$ cat config.mk
export PLATFORM = sky130hd
export DESIGN_NAME = can_stat_top
export DESIGN_NICKNAME = d
export VERILOG_FILES = /design/src/rtl/can_stat_pkg.sv /design/src/rtl/can_lec_unit.sv /design/src/rtl/can_ok_flags.sv /design/src/rtl/can_err_state.sv /design/src/rtl/can_irq_pend.sv /design/src/rtl/can_stat_top.sv
export SDC_FILE = /design/constraint.sdc
export NUM_CORES = 1
export LEC_CHECK = 0
export ABC_AREA = 1
export BUFFER_PORTS_ARGS = -buffer_cell sky130_fd_sc_hd__buf_2
export CORE_MARGIN = 1.5
export CORE_UTILIZATION = 55
export CTS_BUF_LIST = sky130_fd_sc_hd__clkbuf_4 sky130_fd_sc_hd__clkbuf_8
export DETAILED_ROUTE_END_ITERATION = 10
export GPL_ROUTABILITY_DRIVEN = 1
export PLACE_DENSITY = 0.93
export SKIP_LAST_GASP = 1
export SLEW_MARGIN = 20
export SYNTH_ARGS = -nofsm -noshare
export SYNTH_HDL_FRONTEND = slang
export SYNTH_HIERARCHICAL = 1
export SYNTH_SLANG_ARGS = --single-unit
$ cat constraint.sdc
create_clock -name clk -period 3.5 [get_ports clk]
set_input_delay 0.7 -clock clk [delete_from_list [all_inputs] [get_ports clk]]
set_output_delay 0.7 -clock clk [all_outputs]
set_load 0.05 [all_outputs]
$ cat src/rtl/can_stat_pkg.sv
package can_stat_pkg;
  localparam int LEC_W = 3;

  typedef enum logic [LEC_W-1:0] {
    LEC_NONE  = 3'd0,
    LEC_STUFF = 3'd1,
    LEC_FORM  = 3'd2,
    LEC_ACK   = 3'd3,
    LEC_BIT1  = 3'd4,
    LEC_BIT0  = 3'd5,
    LEC_CRC   = 3'd6,
    LEC_MARK  = 3'd7
  } lec_e;

  localparam int OFS_CTRL  = 0;
  localparam int OFS_STAT  = 1;
  localparam int OFS_ECNT  = 2;
  localparam int OFS_INTID = 3;

  localparam int ST_TXOK  = 3;
  localparam int ST_RXOK  = 4;
  localparam int ST_EPASS = 5;
  localparam int ST_EWARN = 6;
  localparam int ST_BOFF  = 7;

  localparam int CT_EIE = 0;
  localparam int CT_SIE = 1;

  localparam logic [15:0] INTID_STATUS = 16'h8000;
endpackage

$ cat src/rtl/can_lec_unit.sv
module can_lec_unit
  import can_stat_pkg::*;
(
  input  logic             clk,
  input  logic             rst,
  input  logic             err_stb,
  input  logic [LEC_W-1:0] err_code,
  input  logic             recov_stb,
  input  logic             ok_stb,
  input  logic             cpu_wr,
  input  logic [LEC_W-1:0] cpu_code,
  output logic [LEC_W-1:0] lec_q,
  output logic             hw_upd
);
  logic             err_valid;
  logic [LEC_W-1:0] lec_d;

  assign err_valid = err_stb && (err_code != LEC_NONE) && (err_code != LEC_MARK);
  assign hw_upd    = err_valid || recov_stb || ok_stb;

  always_comb begin
    lec_d = lec_q;
    if (err_valid)      lec_d = err_code;
    else if (recov_stb) lec_d = LEC_BIT0;
    else if (ok_stb)    lec_d = LEC_NONE;
    else if (cpu_wr)    lec_d = cpu_code;
  end

  always_ff @(posedge clk) begin
    if (rst) lec_q <= LEC_NONE;
    else     lec_q <= lec_d;
  end

  p_err_load_r2: assert property (@(posedge clk) disable iff (rst)
    err_valid |=> lec_q == $past(err_code));
  p_bad_code_r2: assert property (@(posedge clk) disable iff (rst)
    (err_stb && !err_valid && !recov_stb && !ok_stb && !cpu_wr) |=> $stable(lec_q));
  p_recov_r4: assert property (@(posedge clk) disable iff (rst)
    (recov_stb && !err_valid) |=> lec_q == LEC_BIT0);
  p_ok_clear_r3: assert property (@(posedge clk) disable iff (rst)
    (ok_stb && !err_valid && !recov_stb) |=> lec_q == LEC_NONE);
  p_mark_hold_r5: assert property (@(posedge clk) disable iff (rst)
    (lec_q == LEC_MARK && !hw_upd && !cpu_wr) |=> lec_q == LEC_MARK);
endmodule

$ cat src/rtl/can_ok_flags.sv
module can_ok_flags #(
  parameter int NFLAG = 2
) (
  input  logic             clk,
  input  logic             rst,
  input  logic [NFLAG-1:0] set_stb,
  input  logic             cpu_wr,
  input  logic [NFLAG-1:0] cpu_val,
  output logic [NFLAG-1:0] flag_q
);
  for (genvar i = 0; i < NFLAG; i++) begin : g_flag
    always_ff @(posedge clk) begin
      if (rst)             flag_q[i] <= 1'b0;
      else if (set_stb[i]) flag_q[i] <= 1'b1;
      else if (cpu_wr)     flag_q[i] <= cpu_val[i];
    end

    p_sticky_r6: assert property (@(posedge clk) disable iff (rst)
      (flag_q[i] && !cpu_wr) |=> flag_q[i]);
    p_set_wins_r6: assert property (@(posedge clk) disable iff (rst)
      set_stb[i] |=> flag_q[i]);
  end
endmodule

$ cat src/rtl/can_err_state.sv
module can_err_state #(
  parameter int REC_W = 7,
  parameter int TEC_W = 8
) (
  input  logic             clk,
  input  logic             rst,
  input  logic             ewarn_in,
  input  logic             epass_in,
  input  logic             boff_in,
  input  logic             rp_in,
  input  logic [REC_W-1:0] rec_in,
  input  logic [TEC_W-1:0] tec_in,
  output logic             ewarn_q,
  output logic             epass_q,
  output logic             boff_q,
  output logic             rp_q,
  output logic [REC_W-1:0] rec_q,
  output logic [TEC_W-1:0] tec_q,
  output logic             err_chg
);
  assign err_chg = (ewarn_in != ewarn_q) || (boff_in != boff_q);

  always_ff @(posedge clk) begin
    if (rst) begin
      ewarn_q <= 1'b0;
      epass_q <= 1'b0;
      boff_q  <= 1'b0;
      rp_q    <= 1'b0;
      rec_q   <= '0;
      tec_q   <= '0;
    end else begin
      ewarn_q <= ewarn_in;
      epass_q <= epass_in;
      boff_q  <= boff_in;
      rp_q    <= rp_in;
      rec_q   <= rec_in;
      tec_q   <= tec_in;
    end
  end

  p_chg_seen_r8: assert property (@(posedge clk) disable iff (rst)
    err_chg |=> (ewarn_q != $past(ewarn_q)) || (boff_q != $past(boff_q)));
endmodule

$ cat src/rtl/can_irq_pend.sv
module can_irq_pend (
  input  logic clk,
  input  logic rst,
  input  logic sie,
  input  logic eie,
  input  logic sc_evt,
  input  logic er_evt,
  input  logic stat_rd,
  output logic pend_q
);
  logic set_now;

  assign set_now = (sie && sc_evt) || (eie && er_evt);

  always_ff @(posedge clk) begin
    if (rst)          pend_q <= 1'b0;
    else if (set_now) pend_q <= 1'b1;
    else if (stat_rd) pend_q <= 1'b0;
  end

  p_sc_set_r7: assert property (@(posedge clk) disable iff (rst)
    (sie && sc_evt) |=> pend_q);
  p_er_set_r8: assert property (@(posedge clk) disable iff (rst)
    (eie && er_evt) |=> pend_q);
  p_quiet_r9: assert property (@(posedge clk) disable iff (rst)
    (!pend_q && !(sie && sc_evt) && !(eie && er_evt)) |=> !pend_q);
  p_ack_r11: assert property (@(posedge clk) disable iff (rst)
    (stat_rd && !set_now) |=> !pend_q);
endmodule

$ cat src/rtl/can_stat_top.sv
module can_stat_top
  import can_stat_pkg::*;
#(
  parameter int ADDR_W = 2,
  parameter int DATA_W = 16,
  parameter int REC_W  = 7,
  parameter int TEC_W  = 8
) (
  input  logic              clk,
  input  logic              rst,
  input  logic [ADDR_W-1:0] bus_addr,
  input  logic              bus_wr,
  input  logic              bus_rd,
  input  logic [DATA_W-1:0] bus_wdata,
  output logic [DATA_W-1:0] bus_rdata,
  input  logic              err_stb,
  input  logic [LEC_W-1:0]  err_code,
  input  logic              recov_stb,
  input  logic              rx_ok_stb,
  input  logic              tx_ok_stb,
  input  logic              ewarn_in,
  input  logic              epass_in,
  input  logic              boff_in,
  input  logic              rp_in,
  input  logic [REC_W-1:0]  rec_in,
  input  logic [TEC_W-1:0]  tec_in,
  output logic              irq_o
);
  localparam logic [ADDR_W-1:0] A_CTRL  = ADDR_W'(OFS_CTRL);
  localparam logic [ADDR_W-1:0] A_STAT  = ADDR_W'(OFS_STAT);
  localparam logic [ADDR_W-1:0] A_ECNT  = ADDR_W'(OFS_ECNT);
  localparam logic [ADDR_W-1:0] A_INTID = ADDR_W'(OFS_INTID);
  localparam int ECNT_W = 1 + REC_W + TEC_W;

  logic             wr_ctrl, wr_stat, rd_stat;
  logic             sie_q, eie_q;
  logic [LEC_W-1:0] lec_q;
  logic             lec_hw;
  logic [1:0]       ok_q;
  logic             ewarn_q, epass_q, boff_q, rp_q, err_chg;
  logic [REC_W-1:0] rec_q;
  logic [TEC_W-1:0] tec_q;
  logic             pend_q;
  logic [DATA_W-1:0] rd_val;

  assign wr_ctrl = bus_wr && (bus_addr == A_CTRL);
  assign wr_stat = bus_wr && (bus_addr == A_STAT);
  assign rd_stat = bus_rd && (bus_addr == A_STAT);

  always_ff @(posedge clk) begin
    if (rst) begin
      sie_q <= 1'b0;
      eie_q <= 1'b0;
    end else if (wr_ctrl) begin
      sie_q <= bus_wdata[CT_SIE];
      eie_q <= bus_wdata[CT_EIE];
    end
  end

  can_lec_unit u_lec (
    .clk       (clk),
    .rst       (rst),
    .err_stb   (err_stb),
    .err_code  (err_code),
    .recov_stb (recov_stb),
    .ok_stb    (rx_ok_stb || tx_ok_stb),
    .cpu_wr    (wr_stat),
    .cpu_code  (bus_wdata[LEC_W-1:0]),
    .lec_q     (lec_q),
    .hw_upd    (lec_hw)
  );

  can_ok_flags #(.NFLAG(2)) u_ok (
    .clk     (clk),
    .rst     (rst),
    .set_stb ({rx_ok_stb, tx_ok_stb}),
    .cpu_wr  (wr_stat),
    .cpu_val ({bus_wdata[ST_RXOK], bus_wdata[ST_TXOK]}),
    .flag_q  (ok_q)
  );

  can_err_state #(.REC_W(REC_W), .TEC_W(TEC_W)) u_est (
    .clk      (clk),
    .rst      (rst),
    .ewarn_in (ewarn_in),
    .epass_in (epass_in),
    .boff_in  (boff_in),
    .rp_in    (rp_in),
    .rec_in   (rec_in),
    .tec_in   (tec_in),
    .ewarn_q  (ewarn_q),
    .epass_q  (epass_q),
    .boff_q   (boff_q),
    .rp_q     (rp_q),
    .rec_q    (rec_q),
    .tec_q    (tec_q),
    .err_chg  (err_chg)
  );

  can_irq_pend u_irq (
    .clk     (clk),
    .rst     (rst),
    .sie     (sie_q),
    .eie     (eie_q),
    .sc_evt  (lec_hw || rx_ok_stb || tx_ok_stb),
    .er_evt  (err_chg),
    .stat_rd (rd_stat),
    .pend_q  (pend_q)
  );

  assign irq_o = pend_q;

  always_comb begin
    rd_val = '0;
    unique case (bus_addr)
      A_CTRL: begin
        rd_val[CT_SIE] = sie_q;
        rd_val[CT_EIE] = eie_q;
      end
      A_STAT: begin
        rd_val[LEC_W-1:0] = lec_q;
        rd_val[ST_TXOK]   = ok_q[0];
        rd_val[ST_RXOK]   = ok_q[1];
        rd_val[ST_EPASS]  = epass_q;
        rd_val[ST_EWARN]  = ewarn_q;
        rd_val[ST_BOFF]   = boff_q;
      end
      A_ECNT:  rd_val = DATA_W'({rp_q, rec_q, tec_q});
      A_INTID: rd_val = pend_q ? DATA_W'(INTID_STATUS) : '0;
      default: rd_val = '0;
    endcase
  end

  always_ff @(posedge clk) begin
    if (rst)         bus_rdata <= '0;
    else if (bus_rd) bus_rdata <= rd_val;
    else             bus_rdata <= '0;
  end

  p_idle_zero_r13: assert property (@(posedge clk) disable iff (rst)
    !bus_rd |=> bus_rdata == '0);
  p_intid_r10: assert property (@(posedge clk) disable iff (rst)
    (bus_rd && bus_addr == A_INTID) |=>
      bus_rdata == ($past(irq_o) ? DATA_W'(INTID_STATUS) : DATA_W'(0)));
  p_ecnt_ro_r12: assert property (@(posedge clk) disable iff (rst)
    (bus_rd && bus_addr == A_ECNT) |=>
      bus_rdata[TEC_W-1:0] == $past(tec_q) && bus_rdata[ECNT_W-1] == $past(rp_q));
  p_cpu_silent_r9: assert property (@(posedge clk) disable iff (rst)
    (bus_wr && !irq_o && !err_stb && !recov_stb && !rx_ok_stb && !tx_ok_stb && !err_chg)
      |=> !irq_o);
endmodule

## Yosys cells after proc, flatten, opt, wreduce, memory -nomap -nowiden

Index checks and enable logic that the tools add are counted.

- Bits in registers: 43
- Bits of input ports: 48
- Output and inout port bits: 17

- Reductions and logical operators: 21
- Equal/unequal tests: 6
- Multiplexer cells: 14
- Bitwise operators: 1

Operators with widths:

| operator | number |
|---|---|
| 6-bit case mux with 3 select lines | 1 |
| 16-bit 2-to-1 mux | 1 |
| 8-bit case mux with 2 select lines | 1 |
| 3-bit 2-to-1 mux | 4 |
| 2-bit case mux with 4 select lines | 1 |
| 1-bit logical AND | 7 |
| 1-bit logical OR | 7 |
| 1-bit 2-to-1 mux | 6 |
| 2-bit nonzero test | 3 |
| 2-bit == test (second input constant) | 2 |
| 4-bit nonzero test | 1 |
| 3-bit inequality test (second input constant) | 1 |
| 3-bit nonzero test | 1 |
| 2-bit by 1-bit == test with 1-bit output (second input constant) | 1 |
| 2-bit logical NOT | 1 |
| 1-bit inequality test | 2 |
| 2-bit OR reduction | 1 |
| 1-bit NOT | 1 |

## Logic depth before layout (Yosys ltp)

Gate-level depths: netlist of the first run.

- Depth after elaboration: 10
- Mapped depth: 11
- Mapped depth without buffers: 10

## Hierarchy

Netlist of the first run, hierarchy kept.

Modules (own cells, without submodules):

| module | area each (µm²) | instances | cells each | seq. area each (µm²) |
|---|---|---|---|---|
| can_stat_top | 809.5 | 1 | 114 | 360.3 |
| can_err_state | 576.8 | 1 | 65 | 380.4 |
| can_lec_unit | 274.0 | 1 | 45 | 60.1 |
| can_ok_flags | 92.6 | 1 | 16 | 40.0 |
| can_irq_pend | 48.8 | 1 | 8 | 20.0 |

## Worst setup path before layout of the first run

No wires, ideal clock.

- Path kind: input-to-reg
- From: input port bus_addr[1]
- To: register u_lec.lec_q[1]
- Slack: 1.680 ns
- Data required time: 3.390 ns
- Stages on the path: 11
- Arrival time: 1.711 ns
- Cells stage by stage: inv_1 -> ha_1 -> buf_6 -> nand2_1 -> inv_1 -> inv_1 -> or2_0 -> nand3_1 -> nand2_1 -> inv_1 -> nor2_1

- Cells in the longest elaborated chain, start to end: 3

Ends and longest elaborated chain:

| what | line | text |
|---|---|---|
| start, declared | can_stat_top.sv:11 | `input logic [ADDR_W-1:0] bus_addr,` |
| 2-bit by 1-bit == test with 1-bit output | can_stat_top.sv:47 | `assign wr_stat = bus_wr && (bus_addr == A_STAT);` |
| 1-bit logical AND | can_stat_top.sv:47 |  |
| via wr_stat | can_stat_top.sv:35 | `logic wr_ctrl, wr_stat, rd_stat;` |
| 4-bit nonzero test (no source line) | -- |  |
| end signal, assigned | can_lec_unit.sv:31 | `else lec_q <= lec_d;` |
| end, declared | can_lec_unit.sv:12 | `output logic [LEC_W-1:0] lec_q,` |

The timed path passes the listed nets, and every way through them passes these cells.
A chain may end at the register's enable or synchronous reset.

## Final worst setup path of the first run

Same ends and word-level chain as after synthesis.

==> metrics.log, run 1 <==
INFO  metric outcome = completed
INFO  metric syn_area_cell = 7.265 sq um
INFO  metric timing.critical_path.slowest_stage_cell = sky130_fd_sc_hd__ha_1
INFO  metric crit_required = 3.76 ns
INFO  metric synth-seq-cells = 43
INFO  metric synth.area.top_cells = sky130_fd_sc_hd__dfxtp_1 (48%), sky130_fd_sc_hd__nand2_1 (14%), sky130_fd_sc_hd__inv_1 (11%)
INFO  metric cp.arrival = 2.17 ns
INFO  metric drt_drc_violations_left = 0
INFO  metric initial_core_util = between 50% and 60%
INFO  metric die_w = between 60 and 70 um
INFO  metric slew_headroom = 58.52%
INFO  metric clock_sink_count = 43
INFO  metric grt_first_pass_wirelength = between 5000 and 6000 um
INFO  metric grtUsageMet2 = 34.63%
INFO  metric via_total_after_detailed_routing = between 1500 and 2000
INFO  metric globalRouteMet1Util = between 20 and 25%
INFO  metric netSwitchingPower = 0.2422 mW
INFO  metric worstMarginPinSlew = 0.6222 ns
INFO  metric drv_slew = 0
INFO  metric combinational_family_with_the_most_area_after_synthesis = simple AND/OR/NAND/NOR gates
INFO  metric synth-edff-count = 0
INFO  metric crit_type = in -> reg
INFO  metric clk_root_buffer_cell = sky130_fd_sc_hd__clkbuf_4
INFO  metric static-leakage-power = 1.214 nW
INFO  metric post_synth_fa_ha_maj_area_fraction = under 10%
INFO  metric number_of_buffer_and_inverter_instances_along_the_worst_setup_path = 5
INFO  metric post_synth_instance_area = ~1800 sq um
INFO  metric core-area = slightly above 3000 sq um
INFO  metric gp_congestion = between 0.7 and 0.8
INFO  metric share_comb_of_total_power = 12.1%
INFO  metric clkLatencyLatePin = between 0.3 and 0.4 ns
INFO  metric drive_gt1_share = between 20 and 25%
INFO  metric synth_area_in_compound_gates = less than 1%
INFO  metric hp-class = reg -> reg
INFO  metric synth_async_sr_flop_share = 0%
INFO  metric layout-area-overhead-vs-synth = 18.61%
INFO  metric placed_cell_area = approximately 2000 sq um
INFO  metric fin_nets = 356
INFO  metric dr.first_iter.drc_count = 61
INFO  metric route.detailed.wl_per_inst = 8.974 um
INFO  metric power_per_cell_area = ~440 nW/um^2
INFO  metric grt_start_max_net_pins = 26
INFO  metric internal-power = 0.7059 mW
INFO  metric dpl.hpwl = roughly 2300 um
INFO  metric synth_largest_type_area_fraction = a little under half
INFO  metric peakVddDrop = between 0.2 and 0.3 mV
INFO  metric number_of_buffers_inserted_during_clock_tree_synthesis = 5
INFO  metric share_clk_of_total_power = roughly a third
INFO  metric switching_share = between 20% and 30%
INFO  metric hold_viol = 0
INFO  metric number_of_standard_cells_after_synthesis = ~250
INFO  metric fin_crit_sh = between 50 and 60%
INFO  metric path_clk_slew = ~0.14 ns
INFO  metric utilization = a little over two thirds
INFO  metric setup.worst_path.start_class = input pin
INFO  metric cts_htree_levels = 2
INFO  metric die_y = between 60 and 70 um
INFO  metric worstSetupEndpointType = flop
INFO  metric detail_route.vias_per_cell = ~4.3
INFO  metric core.rowCount = 20
INFO  metric synth_warn = 6
INFO  metric post-cts-setup-buffer-count = 0
INFO  metric number_of_primary_i_o_pins = between 60 and 70
INFO  metric crit_path_cell_trace = buf_2, inv_1, ha_1, nand2_1, inv_1, inv_1, or2_0, nand3_1, nand2_1, inv_1, nor2_1
INFO  metric netlist.top_cell.by_area = sky130_fd_sc_hd__dfxtp_1
INFO  metric antenna-diode-count = 0
INFO  metric cts_max_path_buffers = 2
INFO  metric first_global_vias = roughly 1300
INFO  metric synth_cell_type_count = 21
INFO  metric reg2reg_setup_slack = about 2.6 ns
INFO  metric fin_skew = around 0.012 ns
INFO  metric accumulated_negative_setup_slack = 0 ns
INFO  metric timing.final.crit_period = roughly 1.9 ns
INFO  metric yosysSeqAreaShare = a little under half
INFO  metric synth_xor_area_share = less than 1%
INFO  metric synthFlopType = sky130_fd_sc_hd__dfxtp_1
INFO  metric share_seq_of_total_power = 54.6%
INFO  metric total_non_filler_cell_area_in_the_finished_layout = approximately 2100 sq um
INFO  metric grt_setup_unrepaired = false
INFO  metric syn_nets = 301
INFO  metric postCtsHoldBufs = 0
INFO  metric global_route.peak_usage_layer = met2
INFO  metric critical-path-top-cell-by-count = sky130_fd_sc_hd__inv_1
INFO  metric ant_nets = 0
INFO  metric port_buffers = 53
INFO  metric drt_first_pass_iters = 5
INFO  metric antenna_found_initial = 0
INFO  metric max_freq = 524.6 MHz
INFO  metric crit_fanout = 10
INFO  metric post_synth_and_or_nand_nor_area_fraction = between 30% and 40%
INFO  metric grt_overflow = 0
INFO  metric max_cap_violations = 0
INFO  metric critical-path-max-stage-delay = around 0.39 ns
INFO  metric globalRouteMet3Util = ~6.1%
INFO  metric grt_use_total = between 20% and 30%
INFO  metric fp.dieArea = about 3600 sq um
INFO  metric synthMuxAreaShare = 0%
INFO  metric clock_tree_from_tritoncts = yes
INFO  metric postCtsResizedCells = 0
INFO  metric critPathTopFamily = buffers and inverters
INFO  metric setup-violations-final = 0
INFO  metric wl = between 3000 and 4000 um
-- area by class of cell --
class                      count  area (sq um)
clock buffer                   5         37.54
clock inverter                 3         46.29
fill                         284         940.9
inverter                      54         202.7
multi-input combinational    146         669.4
sequential                    43         860.8
tap                           44         55.05
timing repair buffer          53         265.3
-- state kept, by name, summed over array words and instances (netlist names) --
signal / cells
bus_rdata: 16
u_est/tec_q: 8
u_est/rec_q: 7
u_lec/lec_q: 3
u_ok/flag_q: 2
eie_q: 1
sie_q: 1
u_est/boff_q: 1
u_est/epass_q: 1
u_est/ewarn_q: 1
u_est/rp_q: 1
u_irq/pend_q: 1
-- path summary, 6_finish.rpt --
check | start | to | depth (start not counted)
worst max register to register | u_est/ewarn_q | u_irq/pend_q | 6
worst min register to register | u_est/rec_q[2] | bus_rdata[10] | 2
worst max-delay path | bus_addr[1] | u_lec/lec_q[1] | 11
worst min-delay path | u_est/rec_q[2] | bus_rdata[10] | 2
-- kinds of logic after synthesis --
group / after synthesis
XOR/XNOR: 1
AO/OA/AOI/OAI: 3
adder cells (fa/ha/maj): 5
buffers and inverters: 59
AND/OR/NAND/NOR: 137
flip-flops: 43
-- routing by layer --
layer  up-vias  part of all wire [%]
met2        55                    47
met5         -                     0
li1        813                     -
met1       627                    44
met3         8                   6.7
met4         0                   2.3
-- cells in the mapped netlist (2+ instances only) --
cell type	count
sky130_fd_sc_hd__buf_6	3
sky130_fd_sc_hd__dfxtp_1	43
sky130_fd_sc_hd__ha_1	5
sky130_fd_sc_hd__inv_1	54
sky130_fd_sc_hd__nand2_1	67
sky130_fd_sc_hd__nand2_2	2
sky130_fd_sc_hd__nand4_1	3
sky130_fd_sc_hd__nor2_1	54
sky130_fd_sc_hd__nor2_2	2
sky130_fd_sc_hd__nor2_4	2
sky130_fd_sc_hd__o21ai_0	2
sky130_fd_sc_hd__or2_1	2
-- placed cells by master (no fill, tap or decap), types with 2 or more instances in the layout --
cell | synthesis | final
sky130_fd_sc_hd__clkbuf_4 | 0 | 5
sky130_fd_sc_hd__nand4_1 | 3 | 3
sky130_fd_sc_hd__nor2_2 | 2 | 2
sky130_fd_sc_hd__inv_1 | 54 | 54
sky130_fd_sc_hd__nor2_4 | 2 | 2
sky130_fd_sc_hd__buf_2 | 0 | 53
sky130_fd_sc_hd__dfxtp_1 | 43 | 43
sky130_fd_sc_hd__or2_1 | 2 | 2
sky130_fd_sc_hd__nand2_1 | 67 | 67
sky130_fd_sc_hd__nor2_1 | 54 | 54
sky130_fd_sc_hd__ha_1 | 5 | 5
sky130_fd_sc_hd__o21ai_0 | 2 | 2
sky130_fd_sc_hd__nand2_2 | 2 | 2
-- worst reg2reg max path: stages, from the launching register on --
cell and delay, ns:
sky130_fd_sc_hd__dfxtp_1 0.34, sky130_fd_sc_hd__xnor2_1 0.15, sky130_fd_sc_hd__nand2_1 0.07, sky130_fd_sc_hd__nand2_1 0.05
sky130_fd_sc_hd__nand2_1 0.04, sky130_fd_sc_hd__nor2_1 0.08, sky130_fd_sc_hd__nor2_1 0.04
-- power by group through the flow --
stage | clock (mW) | combinational (mW) | sequential (mW)
detailed placement | 0 | 0.115 | 0.529
finish | 0.316 | 0.114 | 0.518
global placement | 0 | 0.111 | 0.528
floorplan | 0 | 0.0684 | 0.541
global route | 0.352 | 0.131 | 0.520
CTS | 0.321 | 0.116 | 0.518
-- stage by stage --
stage	instances	power, mW	hold slack [ns]	setup WS (ns)
6_report	348	0.9481	0.4268	1.594
5_1_grt	348	1.003	0.4403	1.431
4_1_cts	348	0.9547	0.4277	1.594
3_5_place_dp	340	0.6440	0.4162	1.236
3_3_place_gp	340	0.6397	0.4107	1.288
2_1_floorplan	248	0.6099	0.4076	1.680
(Power assumes the default switching activity.)
==> run 2: changes to the inputs <==
Settings changed: ABC_AREA 1 to 0, CORE_UTILIZATION 55 to 49, PLACE_DENSITY 0.93 to 0.87.
Clock period 3.5 ns to 1.94 ns, I/O delays scaled along.
==> metrics.log, run 2 <==
INFO  metric filler_cell_count = 268 (was 284)
INFO  metric drv_slew = 0 (unchanged)
INFO  metric route.detailed.wl_per_inst = 11.73 um (was 8.974 um)
INFO  metric placed_cell_area = 1944 sq um (was 2053 sq um)
INFO  metric number_of_buffers_inserted_during_clock_tree_synthesis = 5 (unchanged)
INFO  metric clock_tree_from_tritoncts = yes (unchanged)
INFO  metric static-leakage-power = 0.9362 nW (was 1.214 nW)
INFO  metric crit_fanout = 5 (was 10)
INFO  metric postCtsHoldBufs = 0 (unchanged)
INFO  metric grt_use_total = 18.88% (was 20.07%)
INFO  metric max_freq = between 600 and 700 MHz
INFO  metric final_common_cell = sky130_fd_sc_hd__buf_2 (was sky130_fd_sc_hd__nand2_1)
INFO  metric syn_area_cell = 10.33 sq um (was 7.265 sq um)
INFO  metric die_y = 60.90 um (was 60.24 um)
INFO  metric fin_skew = 0.008449 ns (was 0.01249 ns)
INFO  metric accumulated_negative_setup_slack = 0 ns (unchanged)
INFO  metric synth-seq-cells = 43 (unchanged)
INFO  metric detail_route.vias_per_cell = 4.950 (was 4.319)
INFO  metric hp-class = in -> reg (was reg -> reg)
INFO  metric multiInputGateArea = 725.7 sq um (was 669.4 sq um)
INFO  metric timing.hold.worst_path_depth = 2 (unchanged)
INFO  metric cell_with_the_most_instances_after_synthesis = sky130_fd_sc_hd__dfxtp_1 (was sky130_fd_sc_hd__nand2_1)
INFO  metric gp_congestion = 0.7718 (was 0.7761)
INFO  metric dpl.hpwl = 2236 um (was 2343 um)
INFO  metric setup.worst_path.start_class = input pin (unchanged)
INFO  metric timing.final.crit_period = around 1.5 ns
INFO  metric netlist.top_cell.by_area = sky130_fd_sc_hd__dfxtp_1 (unchanged)
INFO  metric antenna_found_initial = 0 (unchanged)
INFO  metric layout_common_cells = sky130_fd_sc_hd__buf_2 (53), sky130_fd_sc_hd__dfxtp_1 (43), sky130_fd_sc_hd__nor2b_1 (14) (was sky130_fd_sc_hd__nand2_1 (67), sky130_fd_sc_hd__inv_1 (54), sky130_fd_sc_hd__nor2_1 (54))
INFO  metric critical-path-max-stage-delay = 0.32 ns (was 0.39 ns)
INFO  metric grt_first_pass_wirelength = 5161 um (was 5319 um)
INFO  metric post_synth_fa_ha_maj_area_fraction = 3.808% (was 3.472%)
INFO  metric synth_area_in_compound_gates = 13.40% (was 0.8333%)
INFO  metric ant_nets = 0 (unchanged)
INFO  metric synthFlopType = sky130_fd_sc_hd__dfxtp_1 (unchanged)
INFO  metric post_synth_and_or_nand_nor_area_fraction = 24.68% (was 32.36%)
INFO  metric crit_path_cell_trace = buf_2, inv_1, ha_1, and2_1, or3_1, a31o_4, o31a_1, nor3_1 (was buf_2, inv_1, ha_1, nand2_1, inv_1, inv_1, or2_0, nand3_1, nand2_1, inv_1, nor2_1)
INFO  metric synth_largest_type_area_fraction = 52.40% (was 47.78%)
INFO  metric synth_async_sr_flop_share = 0% (unchanged)
INFO  metric clock_sink_count = 43 (unchanged)
INFO  metric clk_root_buffer_cell = sky130_fd_sc_hd__clkbuf_4 (unchanged)
INFO  metric core.rowCount = 20 (unchanged)
INFO  metric total_non_filler_cell_area_in_the_finished_layout = 2007 sq um (was 2137 sq um)
INFO  metric hold_path_startpoint = rec_in[4] (was u_est/rec_q[2])
INFO  metric utilization = 64.16% (was 69.43%)
INFO  metric hold_viol = 0 (unchanged)
INFO  metric post_synth_instance_area = 1643 sq um (was 1802 sq um)
INFO  metric worst_hold_slack = 0.2333 ns (was 0.4268 ns)
INFO  metric layoutNonFillerInstCount = 262 (was 348)
INFO  metric crit_required = 2.23 ns (was 3.76 ns)
INFO  metric grt_overflow = 0 (unchanged)
INFO  metric grt_setup_unrepaired = false (unchanged)
INFO  metric fp.dieArea = 3709 sq um (was 3628 sq um)
INFO  metric synthTopCellsByCount = sky130_fd_sc_hd__dfxtp_1 (43), sky130_fd_sc_hd__nor2b_1 (14), sky130_fd_sc_hd__nor2_1 (11), sky130_fd_sc_hd__and2_1 (9), sky130_fd_sc_hd__nand2_1 (9) (was sky130_fd_sc_hd__nand2_1 (67), sky130_fd_sc_hd__inv_1 (54), sky130_fd_sc_hd__nor2_1 (54), sky130_fd_sc_hd__dfxtp_1 (43), sky130_fd_sc_hd__ha_1 (5))
INFO  metric fin_nets = 270 (was 356)
INFO  metric synth.area.top_cells = sky130_fd_sc_hd__dfxtp_1 (52%), sky130_fd_sc_hd__nor2b_1 (5.3%), sky130_fd_sc_hd__ha_1 (3.8%) (was sky130_fd_sc_hd__dfxtp_1 (48%), sky130_fd_sc_hd__nand2_1 (14%), sky130_fd_sc_hd__inv_1 (11%))
INFO  metric drt_first_pass_iters = 4 (was 5)
INFO  metric power_per_cell_area = 780.3 nW/um^2 (was 443.7 nW/um^2)
INFO  metric placed_cells_incl_taps = 254 (was 340)
INFO  metric yosysSeqAreaShare = 52.40% (was 47.78%)
INFO  metric final-seq-area = 860.8 sq um (unchanged)
INFO  metric die_w = 60.90 um (was 60.24 um)
INFO  metric number_of_primary_i_o_pins = 65 (unchanged)
INFO  metric synthMuxAreaShare = 1.219% (was 0%)
INFO  metric timing.critical_path.from = bus_addr[1] (unchanged)
INFO  metric preCtsSetupSlack = 0.1353 ns (was 1.236 ns)
INFO  metric layout-area-overhead-vs-synth = 22.16% (was 18.61%)
INFO  metric r2r_depth = 2 (was 6)
INFO  metric slew_headroom = 67.60% (was 58.52%)
INFO  metric worstMarginPinSlew = 0.4860 ns (was 0.6222 ns)
INFO  metric cp.arrival = 1.74 ns (was 2.17 ns)
INFO  metric syn_nets = 212 (was 301)
INFO  metric worstSetupEndpointType = flop (unchanged)
INFO  metric fin_crit_sh = 74.77%
INFO  metric dr.first_iter.drc_count = 50 (was 61)
INFO  metric clkLatencyLatePin = 0.35 ns (about the same)
INFO  metric critPathTopFamily = simple AND/OR/NAND/NOR gates (was buffers and inverters)
INFO  metric drt_drc_violations_left = 0 (unchanged)
INFO  metric path_clk_slew = 0.13 ns (was 0.14 ns)
INFO  metric port_buffers = 53 (unchanged)
INFO  metric largest_register_ff_count = 16 (unchanged)
INFO  metric timing.critical_path.slowest_stage_cell = sky130_fd_sc_hd__or3_1 (was sky130_fd_sc_hd__ha_1)
INFO  metric final.setup.worst_slack = 0.4895 ns (was 1.594 ns)
INFO  metric registers.top_by_ff_count = bus_rdata (unchanged)
INFO  metric outcome = completed (unchanged)
INFO  metric first_global_vias = 1200 (was 1342)
INFO  metric core-area = 3128 sq um (was 3078 sq um)
INFO  metric peakVddDrop = 0.5778 mV (was 0.2990 mV)
INFO  metric synth_warn = 6 (unchanged)
INFO  metric max_cap_violations = 0 (unchanged)
INFO  metric postCtsResizedCells = 0 (unchanged)
INFO  metric cts_htree_levels = 2 (unchanged)
INFO  metric wl = 3072 um (was 3123 um)
INFO  metric synth_xor_area_share = 1.066% (was 0.4861%)
INFO  metric reg.largest.list = bus_rdata (16), u_est/tec_q (8), u_est/rec_q (7) (unchanged)
INFO  metric synth-edff-count = 0 (unchanged)
INFO  metric antenna-diode-count = 0 (unchanged)
INFO  metric number_of_buffer_and_inverter_instances_along_the_worst_setup_path = 2 (was 5)
INFO  metric setup-violations-final = 0 (unchanged)
INFO  metric critical_path_depth = 8 (was 11)
INFO  metric combinational_family_with_the_most_area_after_synthesis = simple AND/OR/NAND/NOR gates (unchanged)
INFO  metric synth_cell_type_count = 31 (was 21)
INFO  metric number_of_standard_cells_after_synthesis = 159 (was 248)
INFO  metric drive_gt1_share = 31.65% (was 23.03%)
INFO  metric crit_type = in -> reg (unchanged)
INFO  metric total_power = 1.566 mW (was 0.9481 mW)
INFO  metric initial_core_util = 52.52% (was 58.54%)
INFO  metric rr_startpoint = u_est/tec_q[1] (was u_est/ewarn_q)
INFO  metric cts_max_path_buffers = 2 (unchanged)
INFO  metric via_total_after_detailed_routing = 1297 (was 1503)
INFO  metric grt_start_max_net_pins = 31 (was 26)
INFO  metric post-cts-setup-buffer-count = 0 (unchanged)
[run 2: changes by cell type after synthesis, moves of 4 or more]
cell,before,now
sky130_fd_sc_hd__a21oi_1,1,6
sky130_fd_sc_hd__a221oi_1,0,4
sky130_fd_sc_hd__a22oi_1,0,8
sky130_fd_sc_hd__and2_1,0,9
sky130_fd_sc_hd__and2b_1,0,8
sky130_fd_sc_hd__inv_1,54,6
sky130_fd_sc_hd__nand2_1,67,9
sky130_fd_sc_hd__nor2_1,54,11
sky130_fd_sc_hd__nor2b_1,0,14
sky130_fd_sc_hd__nor3_1,0,5
[run 2: cell families (layout without fill, tap and decap cells)]
logic type / count (synthesis) / count (layout)
xor gates and xnor gates: 2 / 2
and+or+nand+nor: 69 / 69
buffers and inverters: 10 / 69
adders and majority gates: 5 / 5
DFF: 43 / 43
muxes: 2 / 2
AOI/OAI and AO/OA: 28 / 28
[run 2: path summary, 6_finish.rpt]
| check | endpoint | slack, ns |
|---|---|---|
| max reg2reg | bus_rdata[1] | 1.05 |
| min | u_est/rec_q[4] | 0.23 |
| min reg2reg | bus_rdata[9] | 0.44 |
| max | u_lec/lec_q[0] | 0.49 |
[run 2: worst register-to-register path, delay by kind of cell, from the launching register on]
kind	cells	cell delay [ns]
AOI/OAI and AO/OA	1	0.36
DFF	1	0.33
and+or+nand+nor	1	0.09
[run 2: cell type report]
type                       count  area share, %
timing repair buffer          55          13.97
tap                           44          2.743
inverter                       6          1.122
clock inverter                 3          1.247
sequential                    43          42.89
clock buffer                   5          1.870
multi-input combinational    106          36.16
[run 2: routing by layer]
layer	global-route usage (%)	vias up	part of all wire, %
met2	29.34	54	44
li1	-	659	-
met4	5.590	0	0.78
met1	24.37	580	47
met3	7.463	4	8.3
met5	0	-	0
[run 2: where the power goes]
group / leakage [nW] / internal, mW / total, mW / switching [mW]
Sequential: 0.354 / 0.920 / 0.933 / 0.0133
Combinational: 0.551 / 0.0878 / 0.193 / 0.105
Clock: 0.0314 / 0.145 / 0.440 / 0.295
==> run 3: changes to the inputs <==
Settings changed: CORE_UTILIZATION 49 to 45, PLACE_DENSITY 0.87 to 0.84.
Clock period 1.94 ns to 1.31 ns, I/O delays scaled along.
==> metrics.log, run 3 (synthesis results as in run 2) <==
INFO  metric cp.arrival = 1.53 ns (was 1.74 ns)
INFO  metric outcome = completed (unchanged)
INFO  metric route.detailed.wl_per_inst = 11.65 um (was 11.73 um)
INFO  metric placed_cells_incl_taps = 271 (was 254)
INFO  metric die_y = 63.42 um (was 60.90 um)
INFO  metric largest_register_ff_count = 16 (unchanged)
INFO  metric cts_max_path_buffers = 2 (unchanged)
INFO  metric via_total_after_detailed_routing = 1343 (was 1297)
INFO  metric post-cts-setup-buffer-count = 0 (unchanged)
INFO  metric hold_viol = 0 (unchanged)
INFO  metric dr.first_iter.drc_count = 61 (was 50)
INFO  metric worstSetupEndpointType = flop (unchanged)
INFO  metric setup.worst_path.start_class = input pin (unchanged)
INFO  metric fin_skew = 0.008897 ns (was 0.008449 ns)
INFO  metric layout-area-overhead-vs-synth = 32.75% (was 22.16%)
INFO  metric crit_type = in -> reg (unchanged)
INFO  metric die_w = 63.42 um (was 60.90 um)
INFO  metric internal-power = 1.941 mW (was 1.153 mW)
INFO  metric netSwitchingPower = 0.5642 mW (was 0.4131 mW)
INFO  metric core-area = 3416 sq um (was 3128 sq um)
INFO  metric first_global_vias = 1247 (was 1200)
INFO  metric crit_required = 1.57 ns (was 2.23 ns)
INFO  metric max_cap_violations = 0 (unchanged)
INFO  metric share_comb_of_total_power = 13.3% (was 12.3%)
INFO  metric fin_nets = 285 (was 270)
INFO  metric switching_share = 22.52% (was 26.38%)
INFO  metric fin_crit_sh = a little over nine tenths
INFO  metric layout_common_cells = sky130_fd_sc_hd__buf_2 (51), sky130_fd_sc_hd__dfxtp_1 (43), sky130_fd_sc_hd__buf_4 (17) (was sky130_fd_sc_hd__buf_2 (53), sky130_fd_sc_hd__dfxtp_1 (43), sky130_fd_sc_hd__nor2b_1 (14))
INFO  metric path_clk_slew = 0.11 ns (was 0.13 ns)
INFO  metric grt_first_pass_wirelength = 5306 um (was 5161 um)
INFO  metric reg.largest.list = bus_rdata (16), u_est/tec_q (8), u_est/rec_q (7) (unchanged)
INFO  metric number_of_buffers_inserted_during_clock_tree_synthesis = 5 (unchanged)
INFO  metric port_buffers = 53 (unchanged)
INFO  metric share_seq_of_total_power = 55.2% (was 59.6%)
INFO  metric fp.dieArea = 4022 sq um (was 3709 sq um)
INFO  metric grt_use_total = 16.88% (was 18.88%)
INFO  metric wl = 3240 um (was 3072 um)
INFO  metric grt_start_max_net_pins = 13 (was 31)
INFO  metric cts_htree_levels = 2 (unchanged)
INFO  metric detail_route.vias_per_cell = 4.831 (was 4.950)
INFO  metric drt_drc_violations_left = 0 (unchanged)
INFO  metric clock_sink_count = 43 (unchanged)
INFO  metric share_clk_of_total_power = 31.5% (was 28.1%)
INFO  metric worstMarginPinSlew = 0.2876 ns (was 0.4860 ns)
INFO  metric antenna-diode-count = 0 (unchanged)
INFO  metric drive_gt1_share = 37.93% (was 31.65%)
INFO  metric filler_cell_count = 298 (was 268)
INFO  metric max_freq = between 700 and 800 MHz
INFO  metric crit_fanout = 5 (unchanged)
INFO  metric ant_nets = 0 (unchanged)
INFO  metric core.rowCount = 21 (was 20)
INFO  metric initial_core_util = 48.10% (was 52.52%)
INFO  metric slew_headroom = 80.83% (was 67.60%)
INFO  metric final_common_cell = sky130_fd_sc_hd__buf_2 (unchanged)
INFO  metric antenna_found_initial = 0 (unchanged)
INFO  metric setup-violations-final = 0 (unchanged)
INFO  metric placed_cell_area = 2087 sq um (was 1944 sq um)
INFO  metric clk_root_buffer_cell = sky130_fd_sc_hd__clkbuf_4 (unchanged)
INFO  metric dpl.hpwl = 2551 um (was 2236 um)
INFO  metric hp-class = in -> reg (unchanged)
INFO  metric registers.top_by_ff_count = bus_rdata (unchanged)
INFO  metric total_non_filler_cell_area_in_the_finished_layout = 2181 sq um (was 2007 sq um)
INFO  metric drv_slew = 0 (unchanged)
INFO  metric grt_overflow = 0 (unchanged)
INFO  metric timing.final.crit_period = between 1 and 1.5 ns
INFO  metric drt_first_pass_iters = 4 (unchanged)
INFO  metric grt_setup_unrepaired = false (unchanged)
INFO  metric number_of_primary_i_o_pins = 65 (unchanged)
INFO  metric clkLatencyLatePin = 0.34 ns (was 0.35 ns)
INFO  metric clock_tree_from_tritoncts = yes (unchanged)
INFO  metric final.setup.worst_slack = 0.03616 ns (was 0.4895 ns)
INFO  metric preCtsSetupSlack = -0.4058 ns (was 0.1353 ns)
INFO  metric layoutNonFillerInstCount = 278 (was 262)
INFO  metric gp_congestion = 0.8315 (was 0.7718)
INFO  metric utilization = 63.85% (was 64.16%)
INFO  metric static-leakage-power = 1.029 nW (was 0.9362 nW)
INFO  metric power_per_cell_area = 1149 nW/um^2 (was 780.3 nW/um^2)
INFO  metric peakVddDrop = 0.5323 mV (was 0.5778 mV)
INFO  metric postCtsHoldBufs = 0 (unchanged)
INFO  metric reg2reg_setup_slack = 0.51 ns (was 1.05 ns)
run 3: power by group through the flow:
| stage | Combinational, mW | Sequential, mW | Clock, mW |
|---|---|---|---|
| 2_1_floorplan | 0.152 | 1.44 | 0 |
| 3_3_place_gp | 0.322 | 1.41 | 0 |
| 3_5_place_dp | 0.327 | 1.41 | 0 |
| 4_1_cts | 0.331 | 1.38 | 0.804 |
| 5_1_grt | 0.366 | 1.39 | 0.861 |
| 6_report | 0.333 | 1.38 | 0.790 |
run 3: final timing paths:
path,endpoint,from,cells after the start
max,u_lec/lec_q[2],bus_addr[0],7
min,u_est/epass_q,epass_in,2
max reg2reg,bus_rdata[1],u_est/tec_q[1],2
min reg2reg,bus_rdata[10],u_est/rec_q[2],1
run 3: what timing repair did:
| item | CTS | global route |
|---|---|---|
| resized for setup | 2 | 3 |
| endpoints found under the setup margin | 2 | 3 |
| pin swaps | 2 | 1 |
run 3: cell type report:
cell class	instances	area [sq um]	area share (%)
clock buffer	6	45.04	2.065
clock inverter	1	30.03	1.377
inverter	6	35.03	1.606
multi-input combinational	106	750.7	34.42
sequential	43	860.8	39.47
tap	46	57.56	2.639
timing repair buffer	70	401.6	18.42
run 3: critical path, stage by stage:
cell and delay, ns:
sky130_fd_sc_hd__buf_2 0.13, sky130_fd_sc_hd__ha_4 0.16, sky130_fd_sc_hd__and2_4 0.15, sky130_fd_sc_hd__or3_4 0.38, sky130_fd_sc_hd__a31o_4 0.23, sky130_fd_sc_hd__o31a_1 0.10, sky130_fd_sc_hd__nor3_1 0.12
run 3: metrics by stage:
stage | total power, mW | hold slack, ns | TNS [ns]
floorplan | 1.590 | 0.3311 | -0.7559
global route | 2.615 | 0.1125 | 0
global placement | 1.732 | 0.4074 | -1.483
CTS | 2.518 | 0.1148 | 0
finish | 2.505 | 0.1217 | 0
detailed placement | 1.740 | 0.4171 | -1.698
run 3: layer usage:
metal  global-route usage, %  wire [um]  vias to the layer above
met5                       0          0                        -
met4                   9.239         68                        0
met3                   3.571        191                        6
met2                   27.37       1546                       48
met1                   20.83       1434                      599
li1                        -          -                      690
